**src/rtl/sdram_init_pkg.sv**
```systemverilog
package sdram_init_pkg;

  typedef enum logic [2:0] {
    MODE_NORMAL = 3'd0,
    MODE_NOP    = 3'd1,
    MODE_PALL   = 3'd2,
    MODE_LMR    = 3'd3,
    MODE_AREF   = 3'd4,
    MODE_ELMR   = 3'd5,
    MODE_DPD    = 3'd6,
    MODE_RSVD   = 3'd7
  } mode_e;

  typedef struct packed {
    logic cs_n;
    logic ras_n;
    logic cas_n;
    logic we_n;
  } ctl_t;

  localparam ctl_t CTL_DESEL = 4'b1111;
  localparam ctl_t CTL_NOP   = 4'b0111;
  localparam ctl_t CTL_PALL  = 4'b0010;
  localparam ctl_t CTL_AREF  = 4'b0001;
  localparam ctl_t CTL_LMR   = 4'b0000;

  localparam int unsigned PALL_BIT = 10;

endpackage

```
**src/rtl/sdram_pause_timer.sv**
```systemverilog
module sdram_pause_timer #(
  parameter int unsigned CYC = 100
) (
  input  logic clk_i,
  input  logic rst_ni,
  input  logic start_i,
  output logic busy_o
);
  localparam int unsigned LIM = (CYC < 1) ? 1 : CYC;
  localparam int unsigned CW  = $clog2(LIM + 1);
  localparam logic [CW-1:0] LOAD = CW'(LIM);

  logic [CW-1:0] cnt_q;

  always_ff @(posedge clk_i or negedge rst_ni) begin
    if (!rst_ni)            cnt_q <= '0;
    else if (start_i)       cnt_q <= LOAD;
    else if (cnt_q != '0)   cnt_q <= cnt_q - 1'b1;
  end

  assign busy_o = (cnt_q != '0);
endmodule

```
**src/rtl/sdram_ref_counter.sv**
```systemverilog
module sdram_ref_counter #(
  parameter int unsigned NUM = 8
) (
  input  logic clk_i,
  input  logic rst_ni,
  input  logic clr_i,
  input  logic inc_i,
  output logic done_o
);
  localparam int unsigned CW = $clog2(NUM + 1);
  localparam logic [CW-1:0] TOP = CW'(NUM);

  logic [CW-1:0] cnt_q;

  always_ff @(posedge clk_i or negedge rst_ni) begin
    if (!rst_ni)                    cnt_q <= '0;
    else if (clr_i)                 cnt_q <= '0;
    else if (inc_i && cnt_q != TOP) cnt_q <= cnt_q + 1'b1;
  end

  assign done_o = (cnt_q == TOP);
endmodule

```
**src/rtl/sdram_cmd_encoder.sv**
```systemverilog
module sdram_cmd_encoder
  import sdram_init_pkg::*;
#(
  parameter int unsigned A_W  = 13,
  parameter int unsigned BA_W = 2
) (
  input  logic [2:0]          mode_i,
  input  logic [A_W+BA_W-1:0] addr_i,
  output logic                issue_o,
  output logic                err_o,
  output ctl_t                ctl_o,
  output logic [BA_W-1:0]     ba_o,
  output logic [A_W-1:0]      a_o,
  output logic                cke_set_o,
  output logic                cke_clr_o,
  output logic                is_nop_o,
  output logic                is_aref_o,
  output logic                is_dpd_o
);
  logic [BA_W-1:0] bank;
  logic [A_W-1:0]  low;
  logic [A_W-1:0]  a_pall;

  assign bank = addr_i[A_W+BA_W-1 -: BA_W];
  assign low  = addr_i[A_W-1:0];

  always_comb begin
    a_pall           = '0;
    a_pall[PALL_BIT] = 1'b1;
  end

  always_comb begin
    issue_o   = 1'b0;
    err_o     = 1'b0;
    ctl_o     = CTL_DESEL;
    ba_o      = '0;
    a_o       = '0;
    cke_set_o = 1'b0;
    cke_clr_o = 1'b0;
    is_nop_o  = 1'b0;
    is_aref_o = 1'b0;
    is_dpd_o  = 1'b0;
    unique case (mode_e'(mode_i))
      MODE_NOP: begin
        issue_o   = 1'b1;
        ctl_o     = CTL_NOP;
        cke_set_o = 1'b1;
        is_nop_o  = 1'b1;
      end
      MODE_PALL: begin
        issue_o = 1'b1;
        ctl_o   = CTL_PALL;
        a_o     = a_pall;
      end
      MODE_AREF: begin
        issue_o   = 1'b1;
        ctl_o     = CTL_AREF;
        is_aref_o = 1'b1;
      end
      MODE_LMR: begin
        if (bank == '0) begin
          issue_o = 1'b1;
          ctl_o   = CTL_LMR;
          a_o     = low;
        end else begin
          err_o = 1'b1;
        end
      end
      MODE_ELMR: begin
        if (bank != '0) begin
          issue_o = 1'b1;
          ctl_o   = CTL_LMR;
          ba_o    = bank;
          a_o     = low;
        end else begin
          err_o = 1'b1;
        end
      end
      MODE_DPD: begin
        issue_o   = 1'b1;
        ctl_o     = CTL_NOP;
        cke_clr_o = 1'b1;
        is_dpd_o  = 1'b1;
      end
      default: ;
    endcase
  end
endmodule

```
**src/rtl/sdram_init_seq.sv**
```systemverilog
module sdram_init_seq
  import sdram_init_pkg::*;
#(
  parameter int unsigned CLK_KHZ  = 133000,
  parameter int unsigned PAUSE_US = 200,
  parameter int unsigned A_W      = 13,
  parameter int unsigned BA_W     = 2,
  parameter int unsigned REF_NUM  = 8
) (
  input  logic                clk_i,
  input  logic                rst_ni,
  input  logic                cfg_we_i,
  input  logic [2:0]          cfg_wdata_i,
  output logic [2:0]          mode_o,
  input  logic                acc_req_i,
  input  logic [A_W+BA_W-1:0] acc_addr_i,
  output logic                acc_wait_o,
  output logic                acc_ready_o,
  output logic                acc_err_o,
  output logic                ar_done_o,
  output logic                dpd_done_o,
  output logic                sd_cke_o,
  output logic                sd_cs_no,
  output logic                sd_ras_no,
  output logic                sd_cas_no,
  output logic                sd_we_no,
  output logic [BA_W-1:0]     sd_ba_o,
  output logic [A_W-1:0]      sd_a_o
);
  localparam int unsigned PAUSE_CYC = (CLK_KHZ / 1000) * PAUSE_US
                                    + ((CLK_KHZ % 1000) * PAUSE_US + 999) / 1000;

  logic [2:0]      mode_q;
  logic            rdy_q, err_q, cke_q, dpd_q;
  ctl_t            ctl_q;
  logic [BA_W-1:0] ba_q;
  logic [A_W-1:0]  a_q;

  logic            enc_issue, enc_err, enc_cke_set, enc_cke_clr;
  logic            enc_nop, enc_aref, enc_dpd;
  ctl_t            enc_ctl;
  logic [BA_W-1:0] enc_ba;
  logic [A_W-1:0]  enc_a;
  logic            pause_busy, needs_pause, accept;

  sdram_cmd_encoder #(.A_W(A_W), .BA_W(BA_W)) u_enc (
    .mode_i    (mode_q),
    .addr_i    (acc_addr_i),
    .issue_o   (enc_issue),
    .err_o     (enc_err),
    .ctl_o     (enc_ctl),
    .ba_o      (enc_ba),
    .a_o       (enc_a),
    .cke_set_o (enc_cke_set),
    .cke_clr_o (enc_cke_clr),
    .is_nop_o  (enc_nop),
    .is_aref_o (enc_aref),
    .is_dpd_o  (enc_dpd)
  );

  sdram_pause_timer #(.CYC(PAUSE_CYC)) u_pause (
    .clk_i   (clk_i),
    .rst_ni  (rst_ni),
    .start_i (accept && enc_nop),
    .busy_o  (pause_busy)
  );

  sdram_ref_counter #(.NUM(REF_NUM)) u_ref (
    .clk_i  (clk_i),
    .rst_ni (rst_ni),
    .clr_i  (cfg_we_i),
    .inc_i  (accept && enc_aref),
    .done_o (ar_done_o)
  );

  // modes 1..6 are pin-toggling modes and honour the pause
  assign needs_pause = (mode_q != MODE_NORMAL) && (mode_q != MODE_RSVD);
  assign acc_wait_o  = acc_req_i && needs_pause && pause_busy;
  assign accept      = acc_req_i && !rdy_q && (mode_q != MODE_NORMAL) && !acc_wait_o;

  always_ff @(posedge clk_i or negedge rst_ni) begin
    if (!rst_ni) mode_q <= MODE_NORMAL;
    else if (cfg_we_i) mode_q <= cfg_wdata_i;
  end

  always_ff @(posedge clk_i or negedge rst_ni) begin
    if (!rst_ni) begin
      rdy_q <= 1'b0;
      err_q <= 1'b0;
      ctl_q <= CTL_DESEL;
      ba_q  <= '0;
      a_q   <= '0;
    end else if (accept) begin
      rdy_q <= 1'b1;
      err_q <= enc_err;
      ctl_q <= enc_issue ? enc_ctl : CTL_DESEL;
      ba_q  <= enc_issue ? enc_ba  : '0;
      a_q   <= enc_issue ? enc_a   : '0;
    end else begin
      rdy_q <= 1'b0;
      err_q <= 1'b0;
      ctl_q <= CTL_DESEL;
      ba_q  <= '0;
      a_q   <= '0;
    end
  end

  always_ff @(posedge clk_i or negedge rst_ni) begin
    if (!rst_ni) begin
      cke_q <= 1'b0;
      dpd_q <= 1'b0;
    end else if (accept) begin
      if (enc_cke_set)      cke_q <= 1'b1;
      else if (enc_cke_clr) cke_q <= 1'b0;
      if (enc_dpd)          dpd_q <= 1'b1;
      else if (enc_nop)     dpd_q <= 1'b0;
    end
  end

  assign mode_o      = mode_q;
  assign acc_ready_o = rdy_q;
  assign acc_err_o   = err_q;
  assign dpd_done_o  = dpd_q;
  assign sd_cke_o    = cke_q;
  assign sd_cs_no    = ctl_q.cs_n;
  assign sd_ras_no   = ctl_q.ras_n;
  assign sd_cas_no   = ctl_q.cas_n;
  assign sd_we_no    = ctl_q.we_n;
  assign sd_ba_o     = ba_q;
  assign sd_a_o      = a_q;
endmodule

```
**config.mk**
```make
export PLATFORM = sky130hd
export DESIGN_NAME = sdram_init_seq
export DESIGN_NICKNAME = d
export VERILOG_FILES = /design/src/rtl/sdram_init_pkg.sv /design/src/rtl/sdram_pause_timer.sv /design/src/rtl/sdram_ref_counter.sv /design/src/rtl/sdram_cmd_encoder.sv /design/src/rtl/sdram_init_seq.sv
export SDC_FILE = /design/constraint.sdc
export NUM_CORES = 1
export LEC_CHECK = 0
export ABC_AREA = 0
export BUFFER_PORTS_ARGS = -buffer_cell sky130_fd_sc_hd__buf_4
export CAP_MARGIN = 20
export CORE_MARGIN = 2
export CORE_UTILIZATION = 53
export DETAILED_ROUTE_END_ITERATION = 7
export GPL_ROUTABILITY_DRIVEN = 1
export PLACE_DENSITY = 0.75
export SLEW_MARGIN = 40
export SYNTH_ARGS = -nofsm -noshare
export SYNTH_HDL_FRONTEND = slang
export SYNTH_SLANG_ARGS = --single-unit
```
**constraint.sdc**
```tcl
create_clock -name clk_i -period 3.3 [get_ports clk_i]
set_input_delay 0.66 -clock clk_i [delete_from_list [all_inputs] [get_ports clk_i]]
set_output_delay 0.66 -clock clk_i [all_outputs]
set_load 0.1 [all_outputs]
```
==> qor_table.md <==
| Parameter | Reported | Unit |
| --- | --- | --- |
| Outcome | finished clean | - |
| Slew at the pin closest to its max-slew limit | 559 | ps |
| CTS tree | yes | - |
| Max transition margin | 62.7 | % |
| Initial core utilization | 54.8 | % |
| Synth Area in Compound Gates | 11.3 | % |
| Cell at the root of the clock tree | clkbuf_8 | - |
| Fraction of synthesized area in multiplexers | 4.08 | % |
| Share of post-route cells with drive strength above 1 | 31.1 | % |
| Width of the die | 68.1 | um |
| R2r endpoint | u_ref.cnt_q[0]$_DFFE_PN0P_ | - |
| CP Class | flop to primary output | - |
| Antenna violations before repair | 0 | - |
| Post-Route Setup TNS | 0 | ps |
| Async set-or-reset flop fraction in the synthesized netlist | 100 | % |
| Max Fclk | 349 | MHz |
| Category of the worst setup path capture point | primary output | - |
| Data arrival time of the worst path | 2200 | ps |
| Top flip-flop cell by instance count after synthesis | dfrtp_1 | - |
| Register area | 1130 | sq um |
| Post-synth cell types | 42 | - |
| Top post-synthesis cells by area | dfrtp_1 (47%), dfstp_2 (4.8%), and2_1 (4.3%) | - |
| Final hold viol count | 0 | - |
| Final antenna diode count | 0 | - |
| Sequential cell area fraction in the yosys report | 52.0 | % |
| Register clock-pin slew on the reported worst setup and hold paths | 80 | ps |
| Fraction of met3 tracks used by global routing | 4.93 | % |
| Post-CTS setup buffer count | 0 | - |
| Wire length of the first global-routing pass | 7.25 | mm |
| Global-route track usage on met2 | 36.5 | % |
| Syn Inst Count | 204 | - |
| Cell taking the most area after synthesis | dfrtp_1 | - |
| Number of DRC violations after detailed routing | 0 | - |
| Core box area | 3970 | sq um |
| # IOs | 50 | - |
| Design internal power | 1.03 | mW |
| Switching power share of the total | 31.7 | % |
| Simple-gate share of the synthesized area | 25.1 | % |
| Number of max-slew violations in the final report | 0 | - |
| Startpoint of the most critical register-to-register path | u_pause.cnt_q[0]$_DFFE_PN0P_ | - |
| Clk_lat worst skew | 290 | ps |
| Average routed wire per standard cell | 14.5 | um |
| End point of the critical path | acc_wait_o | - |
| Final HPWL from detailed placement | 3.15 | mm |
| Cts bufs inserted | 5 | - |
| Part of the power in combinational logic | 22.7 | % |
| Mean post-synth cell area | 10.7 | sq um |
| Power share of the sequential group | 45.5 | % |
| Post-layout min period | 2860 | ps |
| Power share of the clock group | 31.8 | % |
| Sw Pwr | 0.479 | mW |
| Number of sinks handled by clock tree synthesis | 45 | - |
| Setup repair after global routing missed its margin | no | - |
| Most frequent cells after synthesis | dfrtp_1 (41), and2_1 (15), nor2_1 (14) | - |
| Clk_skew | 2.89 | ps |
| Number of global-route vias before repair | 1616 | - |
| Post-DRT Antenna Nets | 0 | - |
| Post-synthesis share of cell area spent on full adders, half adders and majority gates | 2.30 | % |
| Die footprint | 4640 | sq um |
| Worst ir drop on vdd | 0.290 | mV |
| Final core utilization | 67.9 | % |
| Leakage | 1.23 | nW |
| Critical Path Start Type | flop | - |
| Crit Path Max Fanout | 12 | - |
| Warnings, synthesis | 0 | - |
| Number of vias per cell | 5.48 | - |
| Post-layout net count | 276 | - |
| Number of cells on the worst reg-to-reg path | 7 | - |
| Path class of the lowest-slack min-delay path | input port to async pin | - |
| Synthesized net count | 230 | - |
| Total overflow reported by the global router | 0 | - |
| P&R area growth vs syn | 23.8 | % |
| Grt met1 use | 26.3 | % |
| #FFs+latches synth | 45 | - |
| Required time of the critical path | 2640 | ps |
| Largest net degree at the start of global routing | 46 | - |
| Initial DRC count | 148 | - |
| Site Rows | 23 | - |
| Combinational family with the most area after synthesis | simple AND/OR/NAND/NOR gates | - |
| Maximum number of buffers from clock root to sink | 2 | - |
| Yosys top cell area share | 47.1 | % |
| Setup crit start | u_pause.cnt_q[0]$_DFFE_PN0P_ | - |
| Number of buffers inserted by port buffering | 49 | - |
| Total via count in the routed design | 1649 | - |
| Fillers | 325 | - |
| 1st-pass router iterations | 4 | - |
| Xor and xnor area share after synthesis | 1.61 | % |
| Global routing usage summed across all routing layers | 21.4 | % |
| Power density over the cells | 561 | nW/um^2 |
| Multi-input logic area | 973 | sq um |
| Max Cap Viol | 0 | - |
| CTS H-Tree Depth | 2 | - |
| PostCTS Resize Cnt | 0 | - |
| Total Wirelength | 4.38 | mm |
| Final setup violation count | 0 | - |
| Post-synthesis instance area | 2180 | sq um |
| Die height | 68.1 | um |
| Most congested layer reported by global routing | met2 | - |
| Count of flip-flops with a built-in enable after synthesis | 0 | - |
| Hold bufs inserted after CTS | 0 | - |
| Period utilization | 86.7 | % |
| Top-count cell post-synth | dfrtp_1 | - |
| Worst reg-to-reg setup slack | 920 | ps |
| Global placement routability congestion | 0.811 | - |
-- stage by stage --
step / area (sq um) / hold WS, ps / std cells / power (mW) / setup slack [ps]
after floorplan: 2180 / 364 / 204 / 0.941 / 335
after global placement: 2550 / 500 / 293 / 1.02 / 883
after detailed placement: 2550 / 503 / 293 / 1.04 / 789
after CTS: 2690 / 368 / 301 / 1.52 / 437
after global routing: 2700 / 387 / 301 / 1.59 / 290
final: 2700 / 347 / 301 / 1.51 / 437
-- cell families (layout without fill, tap and decap cells) --
group | count (synthesis) | count (layout)
muxes | 8 | 8
xor gates and xnor gates | 4 | 4
buffers and inverters | 16 | 63
DFF | 45 | 45
and+or+nand+nor | 93 | 93
adders and majority gates | 4 | 4
AOI/OAI and AO/OA | 34 | 34
-- cell usage in the layout (no fill, tap or decap), types with 6 or more instances in the layout --
cell / n
mux2_2: 7
or3_1: 8
or4_1: 6
nand2_1: 13
and2_1: 15
buf_4: 50
dfrtp_1: 41
nor2_1: 14
nand3_1: 9
o21ai_0: 13
-- area by class of cell --
class / count / area share, %
well taps: 50 / 2.32
flip-flops and latches: 45 / 42.0
repair buffers: 50 / 13.9
multi-input cells: 143 / 36.1
inverters: 5 / 0.696
clock buffers: 5 / 2.55
clock inverters: 3 / 2.41
-- critical path, stage by stage (launching register included) --
cell     delay [ps]
dfrtp_1         410
inv_1           120
ha_1            170
nor4b_2         430
nand4_1         160
buf_4           210
and2_1          170
buf_4           240
-- routing by layer --
metal	vias to the layer above	routed length (um)	share of wire (%)
li1	820	-	-
met1	788	1850	42
met4	0	68	1.6
met2	36	2270	52
met3	5	190	4.3
met5	-	0	0
-- worst min path at each step --
stage / start / to / slack, ps / cells past startpoint
finish: rst_ni / u_pause.cnt_q[10]$_DFFE_PN0P_ / 350 / 1
global placement: u_pause.cnt_q[12]$_DFFE_PN0P_ / u_pause.cnt_q[12]$_DFFE_PN0P_ / 500 / 1
floorplan: rst_ni / acc_err_o$_DFF_PN0_ / 360 / 0
global route: rst_ni / sd_a_o[1]$_DFF_PN0_ / 390 / 1
CTS: rst_ni / u_pause.cnt_q[9]$_DFFE_PN0P_ / 370 / 1
detailed placement: u_pause.cnt_q[12]$_DFFE_PN0P_ / u_pause.cnt_q[12]$_DFFE_PN0P_ / 500 / 1
-- registers in the layout, indices dropped and copies added (netlist names) --
register	flops
sd_a_o	13
sd_cas_no	1
sd_ras_no	1
sd_cke_o	1
mode_o	3
sd_ba_o	2
sd_we_no	1
dpd_done_o	1
acc_err_o	1
u_ref.cnt_q	4
acc_ready_o	1
sd_cs_no	1
u_pause.cnt_q	15
-- power groups by stage --
stage / clock, mW / combinational [mW] / sequential, mW
final: 0.481 / 0.343 / 0.687
after global routing: 0.516 / 0.374 / 0.700
after CTS: 0.490 / 0.345 / 0.687
after detailed placement: 0 / 0.339 / 0.697
after global placement: 0 / 0.333 / 0.692
after floorplan: 0 / 0.169 / 0.772
Power figures use the tool's default switching activity.
